**config.mk**
```make
export PLATFORM = sky130hd
export DESIGN_NAME = chan_io_seq
export DESIGN_NICKNAME = d
export VERILOG_FILES = /design/src/rtl/chan_seq_pkg.sv /design/src/rtl/chan_seq_timer.sv /design/src/rtl/chan_seq_ctrl.sv /design/src/rtl/chan_seq_capture.sv /design/src/rtl/chan_io_seq.sv
export SDC_FILE = /design/constraint.sdc
export NUM_CORES = 1
export LEC_CHECK = 0
export BUFFER_PORTS_ARGS = -buffer_cell sky130_fd_sc_hd__buf_4
export CAP_MARGIN = 20
export CELL_PAD_IN_SITES_DETAIL_PLACEMENT = 1
export CELL_PAD_IN_SITES_GLOBAL_PLACEMENT = 2
export CORE_MARGIN = 2
export CORE_UTILIZATION = 24
export CTS_CLUSTER_SIZE = 14
export DETAILED_ROUTE_END_ITERATION = 7
export PLACE_DENSITY = 0.79
export SETUP_SLACK_MARGIN = 0.02
export SLEW_MARGIN = 0
export SYNTH_ARGS = -nofsm -noshare
export SYNTH_HDL_FRONTEND = slang
export SYNTH_SLANG_ARGS = --single-unit
```
**constraint.sdc**
```tcl
create_clock -name clk -period 1.76 [get_ports clk]
set_input_delay 0.44 -clock clk [delete_from_list [all_inputs] [get_ports clk]]
set_output_delay 0.44 -clock clk [all_outputs]
set_load 0.03 [all_outputs]
```
**src/rtl/chan_seq_pkg.sv**
```systemverilog
package chan_seq_pkg;
   typedef enum logic [2:0] {
      ST_IDLE,
      ST_DESKEW,
      ST_WAIT,
      ST_STROBE,
      ST_RELEASE,
      ST_ABORT
   } seq_state_t;
endpackage

```
**src/rtl/chan_seq_timer.sv**
```systemverilog
module chan_seq_timer #(
   parameter int CNT_W = 8
) (
   input  logic             clk,
   input  logic             rst_n,
   input  logic             clr_i,
   output logic [CNT_W-1:0] cnt_o
);
   always_ff @(posedge clk) begin
      if (!rst_n || clr_i) cnt_o <= '0;
      else                 cnt_o <= cnt_o + 1'b1;
   end
endmodule

```
**src/rtl/chan_seq_ctrl.sv**
```systemverilog
module chan_seq_ctrl
   import chan_seq_pkg::*;
#(
   parameter int DESKEW_CYC = 20,
   parameter int TMO_CYC    = 400,
   parameter int STROBE_CYC = 4,
   parameter int CNT_W      = 9
) (
   input  logic             clk,
   input  logic             rst_n,
   input  logic             start_i,
   input  logic             ret_i,
   input  logic [CNT_W-1:0] cnt_i,
   output logic             clr_o,
   output logic             load_o,
   output logic             capture_o,
   output logic             abort_o,
   output logic             release_o,
   output logic             gate_o,
   output logic             strobe_o,
   output logic             done_o,
   output logic             busy_o
);
   localparam logic [CNT_W-1:0] DSK_LAST = CNT_W'(DESKEW_CYC - 1);
   localparam logic [CNT_W-1:0] TMO_LAST = CNT_W'(TMO_CYC - 1);
   localparam logic [CNT_W-1:0] STB_LAST = CNT_W'(STROBE_CYC - 1);

   seq_state_t state_q, state_d;

   always_comb begin
      state_d = state_q;
      case (state_q)
         ST_IDLE:    if (start_i) state_d = ST_DESKEW;
         ST_DESKEW:  if (cnt_i == DSK_LAST) state_d = ST_WAIT;
         ST_WAIT: begin
            if (ret_i)                  state_d = ST_STROBE;
            else if (cnt_i == TMO_LAST) state_d = ST_ABORT;
         end
         ST_STROBE:  if (cnt_i == STB_LAST) state_d = ST_RELEASE;
         ST_RELEASE: if (!ret_i) state_d = ST_IDLE;
         ST_ABORT:   state_d = ST_IDLE;
         default:    state_d = ST_IDLE;
      endcase
   end

   assign clr_o     = (state_d != state_q) || (state_q == ST_IDLE);
   assign load_o    = (state_q == ST_IDLE) && start_i;
   assign capture_o = (state_q == ST_WAIT) && ret_i;
   assign abort_o   = (state_q == ST_WAIT) && (state_d == ST_ABORT);
   assign release_o = ((state_q == ST_RELEASE) || (state_q == ST_ABORT)) && (state_d == ST_IDLE);
   assign busy_o    = (state_q != ST_IDLE);

   always_ff @(posedge clk) begin
      if (!rst_n) begin
         state_q  <= ST_IDLE;
         gate_o   <= 1'b0;
         strobe_o <= 1'b0;
         done_o   <= 1'b0;
      end else begin
         state_q <= state_d;
         done_o  <= release_o;
         gate_o  <= (state_d == ST_WAIT) || (state_d == ST_STROBE);
         strobe_o <= (state_d == ST_STROBE);
      end
   end

   AST_START_IGNORED: assert property (@(posedge clk) disable iff (!rst_n)
      (state_q != ST_IDLE) && start_i |=> (state_q != ST_DESKEW) || ($past(state_q) == ST_DESKEW));
   AST_ABORT_NO_STROBE: assert property (@(posedge clk) disable iff (!rst_n)
      (state_q == ST_ABORT) |-> !strobe_o && !$past(strobe_o));
   AST_DONE_AFTER_GATE: assert property (@(posedge clk) disable iff (!rst_n)
      done_o |-> !gate_o && !strobe_o);
endmodule

```
**src/rtl/chan_seq_capture.sv**
```systemverilog
module chan_seq_capture #(
   parameter int CMD_W    = 8,
   parameter int DEV_W    = 8,
   parameter int DATA_W   = 16,
   parameter int CC_W     = 3,
   parameter bit HAS_READ = 1'b1,
   localparam int ABUS_W  = CMD_W + DEV_W + 1
) (
   input  logic              clk,
   input  logic              rst_n,
   input  logic              load_i,
   input  logic              capture_i,
   input  logic              abort_i,
   input  logic              release_i,
   input  logic              wr_i,
   input  logic [CMD_W-1:0]  cmd_i,
   input  logic [DEV_W-1:0]  dev_i,
   input  logic [DATA_W-1:0] wdata_i,
   input  logic [CC_W-1:0]   cc_i,
   input  logic [DATA_W-1:0] rdata_i,
   output logic [ABUS_W-1:0] abus_o,
   output logic [DATA_W-1:0] dbus_o,
   output logic [CC_W-1:0]   cc_o,
   output logic              tmo_o,
   output logic [DATA_W-1:0] rdata_o
);
   logic wr_q;

   always_ff @(posedge clk) begin
      if (!rst_n) begin
         abus_o <= '0;
         dbus_o <= '0;
         wr_q   <= 1'b0;
         cc_o   <= '0;
         tmo_o  <= 1'b0;
      end else begin
         if (load_i) begin
            abus_o <= {1'b1, dev_i, cmd_i};
            dbus_o <= wr_i ? wdata_i : '0;
            wr_q   <= wr_i;
         end else if (release_i) begin
            abus_o <= '0;
            dbus_o <= '0;
         end
         if (capture_i) begin
            cc_o  <= cc_i;
            tmo_o <= 1'b0;
         end else if (abort_i) begin
            cc_o  <= '0;
            tmo_o <= 1'b1;
         end
      end
   end

   generate
      if (HAS_READ) begin : g_read
         always_ff @(posedge clk) begin
            if (!rst_n)         rdata_o <= '0;
            else if (capture_i) rdata_o <= wr_q ? '0 : rdata_i;
            else if (abort_i)   rdata_o <= '0;
         end
      end else begin : g_noread
         assign rdata_o = '0;
      end
   endgenerate

   AST_BUS_HELD: assert property (@(posedge clk) disable iff (!rst_n)
      !load_i && !release_i |=> $stable(abus_o) && $stable(dbus_o));
   AST_TMO_CODE_ZERO: assert property (@(posedge clk) disable iff (!rst_n)
      tmo_o |-> cc_o == '0);
endmodule

```
**src/rtl/chan_io_seq.sv**
```systemverilog
module chan_io_seq #(
   parameter int CMD_W      = 8,
   parameter int DEV_W      = 8,
   parameter int DATA_W     = 16,
   parameter int CC_W       = 3,
   parameter int DESKEW_CYC = 20,
   parameter int TMO_CYC    = 400,
   parameter int STROBE_CYC = 4,
   parameter bit HAS_READ   = 1'b1,
   localparam int ABUS_W    = CMD_W + DEV_W + 1,
   localparam int MAX_A     = (TMO_CYC > DESKEW_CYC) ? TMO_CYC : DESKEW_CYC,
   localparam int MAX_CYC   = (MAX_A > STROBE_CYC) ? MAX_A : STROBE_CYC,
   localparam int CNT_W     = $clog2(MAX_CYC + 1)
) (
   input  logic              clk,
   input  logic              rst_n,
   input  logic              start_i,
   input  logic              wr_i,
   input  logic [CMD_W-1:0]  cmd_i,
   input  logic [DEV_W-1:0]  dev_i,
   input  logic [DATA_W-1:0] wdata_i,
   output logic              busy_o,
   output logic              done_o,
   output logic [CC_W-1:0]   cc_o,
   output logic              tmo_o,
   output logic [DATA_W-1:0] rdata_o,
   output logic [ABUS_W-1:0] abus_o,
   output logic [DATA_W-1:0] dbus_o,
   output logic              gate_o,
   input  logic              gate_ret_i,
   input  logic [CC_W-1:0]   cc_i,
   input  logic [DATA_W-1:0] rdata_i,
   output logic              strobe_o
);
   generate
      if (DESKEW_CYC < 1) begin : g_bad_dsk
         $error("DESKEW_CYC must be at least 1");
      end
      if (TMO_CYC < 1) begin : g_bad_tmo
         $error("TMO_CYC must be at least 1");
      end
      if (STROBE_CYC < 1) begin : g_bad_stb
         $error("STROBE_CYC must be at least 1");
      end
   endgenerate

   logic [CNT_W-1:0] cnt;
   logic clr, load, capture, abort, release_b;

   chan_seq_timer #(.CNT_W(CNT_W)) u_timer (
      .clk(clk), .rst_n(rst_n), .clr_i(clr), .cnt_o(cnt)
   );

   chan_seq_ctrl #(
      .DESKEW_CYC(DESKEW_CYC), .TMO_CYC(TMO_CYC),
      .STROBE_CYC(STROBE_CYC), .CNT_W(CNT_W)
   ) u_ctrl (
      .clk(clk), .rst_n(rst_n), .start_i(start_i), .ret_i(gate_ret_i),
      .cnt_i(cnt), .clr_o(clr), .load_o(load), .capture_o(capture),
      .abort_o(abort), .release_o(release_b), .gate_o(gate_o),
      .strobe_o(strobe_o), .done_o(done_o), .busy_o(busy_o)
   );

   chan_seq_capture #(
      .CMD_W(CMD_W), .DEV_W(DEV_W), .DATA_W(DATA_W),
      .CC_W(CC_W), .HAS_READ(HAS_READ)
   ) u_cap (
      .clk(clk), .rst_n(rst_n), .load_i(load), .capture_i(capture),
      .abort_i(abort), .release_i(release_b), .wr_i(wr_i),
      .cmd_i(cmd_i), .dev_i(dev_i), .wdata_i(wdata_i),
      .cc_i(cc_i), .rdata_i(rdata_i), .abus_o(abus_o), .dbus_o(dbus_o),
      .cc_o(cc_o), .tmo_o(tmo_o), .rdata_o(rdata_o)
   );

   AST_GATE_NEEDS_BUS: assert property (@(posedge clk) disable iff (!rst_n)
      gate_o |-> abus_o[ABUS_W-1]);
   AST_GATE_AFTER_BUS: assert property (@(posedge clk) disable iff (!rst_n)
      $rose(gate_o) |-> $past(abus_o[ABUS_W-1]));
   AST_STROBE_IN_GATE: assert property (@(posedge clk) disable iff (!rst_n)
      strobe_o |-> gate_o);
   AST_DONE_BUS_FREE: assert property (@(posedge clk) disable iff (!rst_n)
      done_o |-> (abus_o == '0) && (dbus_o == '0) && !busy_o);
   AST_TMO_NO_GATE: assert property (@(posedge clk) disable iff (!rst_n)
      $rose(tmo_o) |-> !gate_o && !strobe_o);
endmodule

```
== After elaboration in Yosys (flattened, before gate mapping) ==
Index checks and enable logic that the tools add are counted.
Cells by class
  add/subtract/negate cells: 1
  equality and inequality tests: 12
  multiplexer cells: 17
  bitwise logic cells: 1
  reductions and logical operators: 15
Operator list (count)
  $mux 16: 6
  $mux 17: 2
  $mux 3: 8
  $pmux 3 s5: 1
  $eq 3x2->1 const B: 4
  $add 9x1->9 const B: 1
  $eq 3x3->1 const B: 3
  $eq 9x2->1 const B: 1
  $eq 9x5->1 const B: 1
  $eq 9x9->1 const B: 1
  $logic_not 3->1: 2
  $logic_and 1x1->1: 4
  $logic_or 1x1->1: 4
  $reduce_bool 2->1: 2
  $eq 3x1->1 const B: 1
  $ne 3x3->1: 1
  $reduce_bool 3->1: 1
  $reduce_or 2->1: 1
  $logic_not 1->1: 1
  $not 1->1: 1
Word-level totals
  bits in registers: 69
  input bits: 56
  output and inout port bits: 57
  word-level logic and storage cells: 57

== Logic depth before layout (Yosys ltp) ==
Gate-level depths: netlist of the first run.
  word-level depth: 8
  mapped depth: 8

== Cells and area by module ==
Synthesis of the first run repeated with hierarchy kept, for this count alone.
Unflattened totals
  cell total of the unflattened synthesis: 329
  area total of the unflattened synthesis: 3029.2 um^2
By module, submodules not included
  chan_seq_capture: times used 1, cells each 239, area each 2248.4 um^2, seq. area each 1081.0 um^2
  chan_seq_ctrl: times used 1, cells each 50, area each 404.1 um^2, seq. area each 120.1 um^2
  chan_seq_timer: times used 1, cells each 40, area each 376.6 um^2, seq. area each 180.2 um^2

== Worst setup path after synthesis of the first run ==
No wires, ideal clock.
  path kind: reg2reg
  start: register u_timer.cnt_o[0]
  end: register u_cap.rdata_o[10]
  setup time: 128 ps
  data arrival time: 1659 ps
  data required time: 1632 ps
  path slack: -27 ps
  stages on the path, launching flop included: 9
  path buffers: 2
  cell sequence: dfxtp_1 ha_1 and4b_1 nand4_2 a211o_1 buf_6 buf_8 a22oi_2 nor2_1
Between the ends
  word-level cells in the longest chain between the ends: 7
  elaborated cells between the ends (all ways): 11
  classes of those cells: eq/ne (4); mux (5); reduce/logical (2)
Ends and longest elaborated chain
  start: declaration: line chan_seq_timer.sv:7  | output logic [CNT_W-1:0] cnt_o
  start signal: assignment: line chan_seq_timer.sv:11  | else cnt_o <= cnt_o + 1'b1;
  $eq 9x9->1: line chan_seq_ctrl.sv:37  | else if (cnt_i == TMO_LAST) state_d = ST_ABORT;
  $mux 3: line chan_seq_ctrl.sv:37
  $mux 3: line chan_seq_ctrl.sv:36  | if (ret_i) state_d = ST_STROBE;
  $pmux 3 s5 (*): line chan_seq_ctrl.sv:32  | case (state_q)
  $eq 3x3->1 (*): line chan_seq_ctrl.sv:49  | assign abort_o = (state_q == ST_WAIT) && (state_d == ST_ABORT);
  $logic_and 1x1->1 (*): line chan_seq_ctrl.sv:49
  $reduce_bool 2->1 (no source line) (*)
  end signal: assignment: line chan_seq_capture.sv:59  | else if (capture_i) rdata_o <= wr_q ? '0 : rdata_i;
  end: declaration: line chan_seq_capture.sv:25  | output logic [DATA_W-1:0] rdata_o
Every way passes the cells marked *; elsewhere a longest branch is shown, timed or not.
A chain may end at the register's enable or synchronous reset.

== Final worst setup path of the first run ==
  start: register u_timer.cnt_o[0]
  end: register u_cap.rdata_o[2]
The elaborated chain is that of the path after synthesis.

==> results of run 1 <==
## power by group
group | internal [mW] | switching [mW] | total [mW]
Clock | 0.640 | 0.580 | 1.22
Sequential | 1.61 | 0.0298 | 1.64
Combinational | 0.202 | 0.212 | 0.414
## per-stage QoR
step / util / std cells / setup WS (ns)
global placement: 0.356 / 494 / -0.103
CTS: 0.378 / 511 / 0.0254
floorplan: - / 238 / 0.0232
detailed placement: 0.356 / 494 / -0.226
global route: 0.383 / 513 / 0.00707
finish: 0.383 / 513 / 0.0901
## timing repair
action	in CTS	in global routing
resized for setup	8	7
buffers inserted	3	2
endpoints found under the setup margin	29	31
pin swaps	3	2
## registers in the layout, indices dropped and copies added (netlist names)
signal           flops
u_cap.rdata_o       16
u_ctrl.state_q       3
u_ctrl.done_o        1
u_cap.dbus_o        16
u_cap.tmo_o          1
u_cap.cc_o           3
u_timer.cnt_o        9
u_cap.abus_o        17
u_cap.wr_q           1
u_ctrl.gate_o        1
u_ctrl.strobe_o      1
## layer usage
| metal | track usage | part of all wire | vias up |
|---|---|---|---|
| met5 | 0 | 0 | - |
| met4 | 0.0538 | 0.024 | 0 |
| met3 | 0.0480 | 0.066 | 12 |
| met2 | 0.199 | 0.48 | 67 |
| met1 | 0.161 | 0.43 | 1098 |
| li1 | - | - | 1138 |
## cells by family after synthesis
kind of cell,Yosys count,synth area share
AOI/OAI and AO/OA,74,0.238
DFF,69,0.545
buffers and inverters,19,0.0395
and+or+nand+nor,66,0.140
adders and majority gates,1,0.00494
muxes,1,0.00395
xor gates and xnor gates,8,0.0277
## critical path: stages (launching register included)
cell,delay [ns]
dfxtp_2,0.35
ha_4,0.14
and4b_1,0.23
nand4_4,0.10
a211o_1,0.32
buf_12,0.17
a22oi_1,0.18
nor2_1,0.06
## layout by cell type (no fill, tap or decap), types with 2 or more instances in the layout
master | synthesis | final
buf_12 | 0 | 2
nor3_1 | 2 | 2
nand4_1 | 2 | 2
nor2_2 | 0 | 2
a22o_1 | 32 | 32
dfxtp_2 | 0 | 4
a31oi_1 | 3 | 3
clkbuf_8 | 0 | 9
a21oi_1 | 11 | 11
nor2_1 | 31 | 29
o22a_1 | 2 | 2
xor2_1 | 3 | 3
and2_1 | 2 | 2
and3_1 | 4 | 4
dfxtp_1 | 69 | 65
xnor2_1 | 5 | 5
clkinv_2 | 0 | 3
nor2b_1 | 2 | 2
buf_4 | 0 | 136
inv_1 | 3 | 3
nand2_1 | 5 | 5
a22oi_1 | 12 | 10
nand3_1 | 4 | 4
a22oi_2 | 7 | 9
nand2b_1 | 3 | 3
## cell type report
type	count	area (sq um)	share of cell area
sequential	69	1390	0.353
multi-input combinational	150	1110	0.282
clock inverter	5	52.6	0.0134
clock buffer	10	128	0.0325
inverter	4	15.0	0.00382
tap	136	170	0.0433
timing repair buffer	139	1070	0.273
## how the worst max path moves through the flow
stage / startpoint / endpoint / slack, ns
2_1_floorplan: u_timer.cnt_o[0]$_SDFF_PP0_ / u_cap.rdata_o[10]$_SDFFE_PN0P_ / 0.02
3_3_place_gp: u_timer.cnt_o[0]$_SDFF_PP0_ / u_timer.cnt_o[0]$_SDFF_PP0_ / -0.10
3_5_place_dp: u_timer.cnt_o[0]$_SDFF_PP0_ / u_timer.cnt_o[7]$_SDFF_PP0_ / -0.23
4_1_cts: u_timer.cnt_o[0]$_SDFF_PP0_ / u_cap.rdata_o[2]$_SDFFE_PN0P_ / 0.03
5_1_grt: u_timer.cnt_o[0]$_SDFF_PP0_ / u_cap.rdata_o[3]$_SDFFE_PN0P_ / 0.007
6_report: u_timer.cnt_o[0]$_SDFF_PP0_ / u_cap.rdata_o[2]$_SDFFE_PN0P_ / 0.09
==> flow_summary_export.csv, run 1 <==
group,metric,value,unit
routing,num_vias,2315,
synthesis,synthesis.area,2530,sq um
grt,grt_max_degree,33,
status,outcome,"finished, final reports clean",
timing,finalMaxSlewViolations,0,
worst_setup_path,cp.arrival,1.89,ns
timing,fin_hold_ws,0.310,ns
placed_design,postPlaceCellArea,3660,sq um
pwr,p_per_area,832,nW/um^2
clock_tree,cts_buffers,9,
placed_design,dp_hpwl,5220,um
worst_setup_path,r2r_end,"u_cap.rdata_o[2]$_SDFFE_PN0P_",
routing,drt_iter0_markers,77,
synthesis,synth_edf_count,0,
timing,tightest_slew,0.357,ns
synthesis,synth_common_cells,"69 x dfxtp_1, 32 x a22o_1, 31 x nor2_1",
worst_setup_path,r2r-start,"u_timer.cnt_o[0]$_SDFF_PP0_",
final_layout,final_area,3930,sq um
grt,grt.total_usage,0.129,
final_layout,nNetsFinal,430,
clock_tree,clock-sinks,69,
timing,fin_worst_skew,0.00669,ns
routing,via_per_inst,4.51,
pwr,peakVddDrop,0.361,mV
hold_path,hold_class,"input pin to flip-flop",
final_layout,drive_above_1_share,0.472,
timing,finalSetupViolCount,0,
worst_setup_path,start_kind,"flip-flop",
routing,drcViolationCount,0,
hold_path,whs_path_depth,2,
synthesis,ys.flop_type,"dfxtp_1",
clock_tree,cts-root-buf,"clkbuf_8",
routing,wl_per_cell,13.9,um
synthesis,syn_avg_cell_area,10.6,sq um
synthesis,netlist_top_cells_area,"dfxtp_1 55%, a22o_1 11%, nor2_1 4.6%, a22oi_1 3.6%, a22oi_2 3.5%",
floorplan,die_w,107,um
synthesis,synth_top_area_frac,0.545,
grt,antenna_found_initial,0,
hold_path,min-delay-start,"wdata_i[8]",
grt,grt_pass1_wl,11700,um
grt,grt_overflow,0,
worst_setup_path,end_kind,"flip-flop",
hold_path,min_to,"u_cap.dbus_o[8]$_SDFFE_PN0P_",
timing,setup_tns,0,ns
synthesis,async_reset_ff_frac,0,
clock_tree,htree_levels,3,
floorplan,dieArea,11400,sq um
routing,wl,7150,um
synthesis,yosysSeqAreaShare,0.545,
placed_design,io_buffer_count,112,
final_layout,fillerInstances,1204,
routing,dr.pass1.iters,4,
clock_tree,clk_pin_slew,0.08,ns
timing,hold_viol,0,
final_layout,syn_to_final_growth,55.3,%
floorplan,initial_core_util,0.246,
flow_run,drv_cap,0,
worst_setup_path,path_max_fanout,19,
clock_tree,clockBufferDepth,2,
synthesis,ys_ff_latch,69,
timing,slew_headroom,0.760,
timing,max_freq,0.599,GHz
clock_tree,cts_hold_buf,0,
final_layout,diodes,0,
worst_setup_path,path_class,"flip-flop to flip-flop",
clock_tree,insertion_delay,0.34,ns
synthesis,synth_area_leader_cell,"dfxtp_1",
floorplan,ios,113,
timing,rsz0062_at_grt,"true",
timing,period_share,0.949,
worst_setup_path,rr_worst_depth,7,
grt,grt_pass1_vias,2462,
floorplan,die_h,107,um
synthesis,synth_most_common_cell,"dfxtp_1",
worst_setup_path,required,1.98,ns
worst_setup_path,r2r_slack,0.09,ns
synthesis,ys_types,44,
clock_tree,tritoncts,"built",
synthesis,yosys_warnings,0,
pwr,total_power,3.27,mW
pwr,p_leak,1.71,nW
synthesis,synth_cells,238,
routing,route.antenna.remaining_nets,0,
synthesis,syn-num-nets,295,
floorplan,row_count,37,
floorplan,core_area,10300,sq um
timing,fin_crit,1.67,ns
placed_design,gp_congestion,0.813,
Power figures use the tool's default switching activity.
==> inputs of run 2 (changes only) <==
==> constraint.sdc (replaced) <==
create_clock -name clk -period 1.76 [get_ports clk]
set_input_delay 0.264 -clock clk [delete_from_list [all_inputs] [get_ports clk]]
set_output_delay 0.264 -clock clk [all_outputs]
set_load 0.03 [all_outputs]
==> run 2 against run 1 <==
First-iteration DRC count down 16%. Cell area up 0.54%. Largest cell class unchanged. Critical path type is now flip-flop to output pin. Combinational power about the same. Die area unchanged.
==> flow_summary_export.csv, run 2 (synthesis results as in run 1) <==
group,metric,value,unit
worst_setup_path,end_kind,"output pin",
hold_path,hold_class,"input pin to flip-flop",
clock_tree,clockBufferDepth,2,
pwr,p_per_area,911,nW/um^2
worst_setup_path,crit_chain,"buf_4 -> or3_1 -> buf_4",
grt,grt_pass1_vias,2445,
worst_setup_path,r2r-start,"u_timer.cnt_o[0]$_SDFF_PP0_",
worst_setup_path,r2r_slack,0.07,ns
final_layout,largest_reg_flops,17,
final_layout,drive_above_1_share,0.473,
grt,grt.total_usage,0.132,
hold_path,whs_path_depth,2,
clock_tree,cts_buffers,9,
worst_setup_path,required,1.50,ns
worst_setup_path,path_max_fanout,6,
clock_tree,htree_levels,3,
flow_run,drv_cap,0,
pwr,p_leak,1.73,nW
status,outcome,"finished, final reports clean",
placed_design,io_buffer_count,112,
final_layout,final_core_util,0.385,
worst_setup_path,critPathSlowestCell,"dfxtp_1",
routing,dr.pass1.iters,4,
final_layout,final_common_cell,"buf_4",
clock_tree,cts-root-buf,"clkbuf_8",
placed_design,gp_congestion,0.789,
pwr,peakVddDrop,0.332,mV
clock_tree,clock-sinks,69,
pwr,total_power,3.60,mW
grt,grt_overflow,0,
placed_design,dp_hpwl,5500,um
final_layout,largestRegisters,"u_cap.abus_o (17), u_cap.dbus_o (16), u_cap.rdata_o (16)",
floorplan,initial_core_util,0.246,
final_layout,fillerInstances,1190,
timing,fin_worst_skew,0.00794,ns
final_layout,regMostFlops,"u_cap.abus_o",
worst_setup_path,path_class,"flip-flop to output pin",
placed_design,postPlaceCellArea,3650,sq um
timing,rsz0062_at_grt,"true",
timing,max_freq,0.592,GHz
timing,setup_tns,0,ns
floorplan,die_h,107,um
clock_tree,insertion_delay,0.34,ns
placed_design,dp_cells,494,
timing,finalSetupViolCount,0,
final_layout,final_area,3950,sq um
final_layout,layout_common_cells,"136 x buf_4, 66 x dfxtp_1, 32 x a22o_1",
clock_tree,cts_hold_buf,0,
floorplan,dieArea,11400,sq um
timing,finalMaxSlewViolations,0,
worst_setup_path,cp_common_cell,"buf_4",
placed_design,dpl_worst_slack,-0.177,ns
timing,period_share,0.959,
routing,via_per_inst,4.61,
timing,slew_headroom,0.715,
final_layout,diodes,0,
floorplan,core_area,10300,sq um
routing,drt_iter0_markers,65,
grt,grt_max_degree,33,
worst_setup_path,r2r_end,"u_cap.rdata_o[5]$_SDFFE_PN0P_",
timing,fin_hold_ws,0.129,ns
floorplan,die_w,107,um
timing,fin_crit,1.69,ns
routing,wl,7540,um
timing,tightest_slew,0.424,ns
routing,num_vias,2359,
timing,finalWorstSetupSlack,0.0720,ns
worst_setup_path,start_kind,"flip-flop",
hold_path,min-delay-start,"dev_i[0]",
clock_tree,tritoncts,"built",
routing,route.antenna.remaining_nets,0,
clock_tree,clk_pin_slew,0.08,ns
final_layout,syn_to_final_growth,56.1,%
timing,hold_viol,0,
worst_setup_path,cp_slowest_stage_delay,0.37,ns
hold_path,min_to,"u_cap.abus_o[8]$_SDFFE_PN0P_",
final_layout,finalNonFillerCells,512,
routing,drcViolationCount,0,
worst_setup_path,rr_worst_depth,7,
floorplan,ios,113,
routing,wl_per_cell,14.7,um
grt,grt_pass1_wl,11900,um
final_layout,nNetsFinal,428,
grt,antenna_found_initial,0,
worst_setup_path,cp.arrival,1.42,ns
floorplan,row_count,37,
==> run 2: cell count changes in the layout (fill, tap and decap cells not counted), moves of 2 or more <==
cell       before  now
nor2_2          2    0
clkinv_2        3    1
a22oi_2         9   12
bufinv_16       1    3
a22oi_1        10    7
nor2_1         29   31
==> run 2: metal layers <==
| metal | vias up | GRT usage | wire length (um) | share of wire |
|---|---|---|---|---|
| met4 | 0 | 0.0501 | 128 | 0.017 |
| met5 | - | 0 | 0 | 0 |
| met2 | 69 | 0.222 | 3800 | 0.50 |
| li1 | 1133 | - | - | - |
| met1 | 1146 | 0.158 | 3160 | 0.42 |
| met3 | 11 | 0.0395 | 448 | 0.059 |
==> run 2: how the worst max path moves through the flow <==
stage / from / end / slack (ns)
2_1_floorplan: u_timer.cnt_o[0]$_SDFF_PP0_ / u_cap.rdata_o[10]$_SDFFE_PN0P_ / 0.02
3_3_place_gp: u_timer.cnt_o[0]$_SDFF_PP0_ / u_timer.cnt_o[0]$_SDFF_PP0_ / -0.04
3_5_place_dp: u_timer.cnt_o[0]$_SDFF_PP0_ / u_timer.cnt_o[7]$_SDFF_PP0_ / -0.18
4_1_cts: u_timer.cnt_o[1]$_SDFF_PP0_ / u_cap.rdata_o[12]$_SDFFE_PN0P_ / 0.03
5_1_grt: u_timer.cnt_o[0]$_SDFF_PP0_ / u_cap.rdata_o[5]$_SDFFE_PN0P_ / -0.01
6_report: u_ctrl.state_q[1]$_SDFF_PN0_ / busy_o / 0.07
==> run 2: area by class of cell <==
class,count,area (sq um),area share
flip-flops and latches,69,1390,0.350
multi-input cells,150,1100,0.279
repair buffers,137,1040,0.263
well taps,136,170,0.0430
clock buffers,10,128,0.0323
clock inverters,6,111,0.0282
inverters,4,15.0,0.00380
==> run 2: critical path: cells and delay by family, from the launching register on <==
family | cells | cell delay, ns
DFF | 1 | 0.37
buffers and inverters | 2 | 0.37
and+or+nand+nor | 1 | 0.35
==> run 2: where the power goes <==
group / switching [mW] / total [mW] / internal, mW
sequential: 0.0300 / 1.64 / 1.61
combinational: 0.215 / 0.411 / 0.197
clock: 0.610 / 1.55 / 0.942
==> run 2: what timing repair did <==
action                     in CTS  in global routing
pin swaps                       2                  2
resized for setup               2                 11
setup endpoints to repair      25                 28
setup buffers                   1                  1
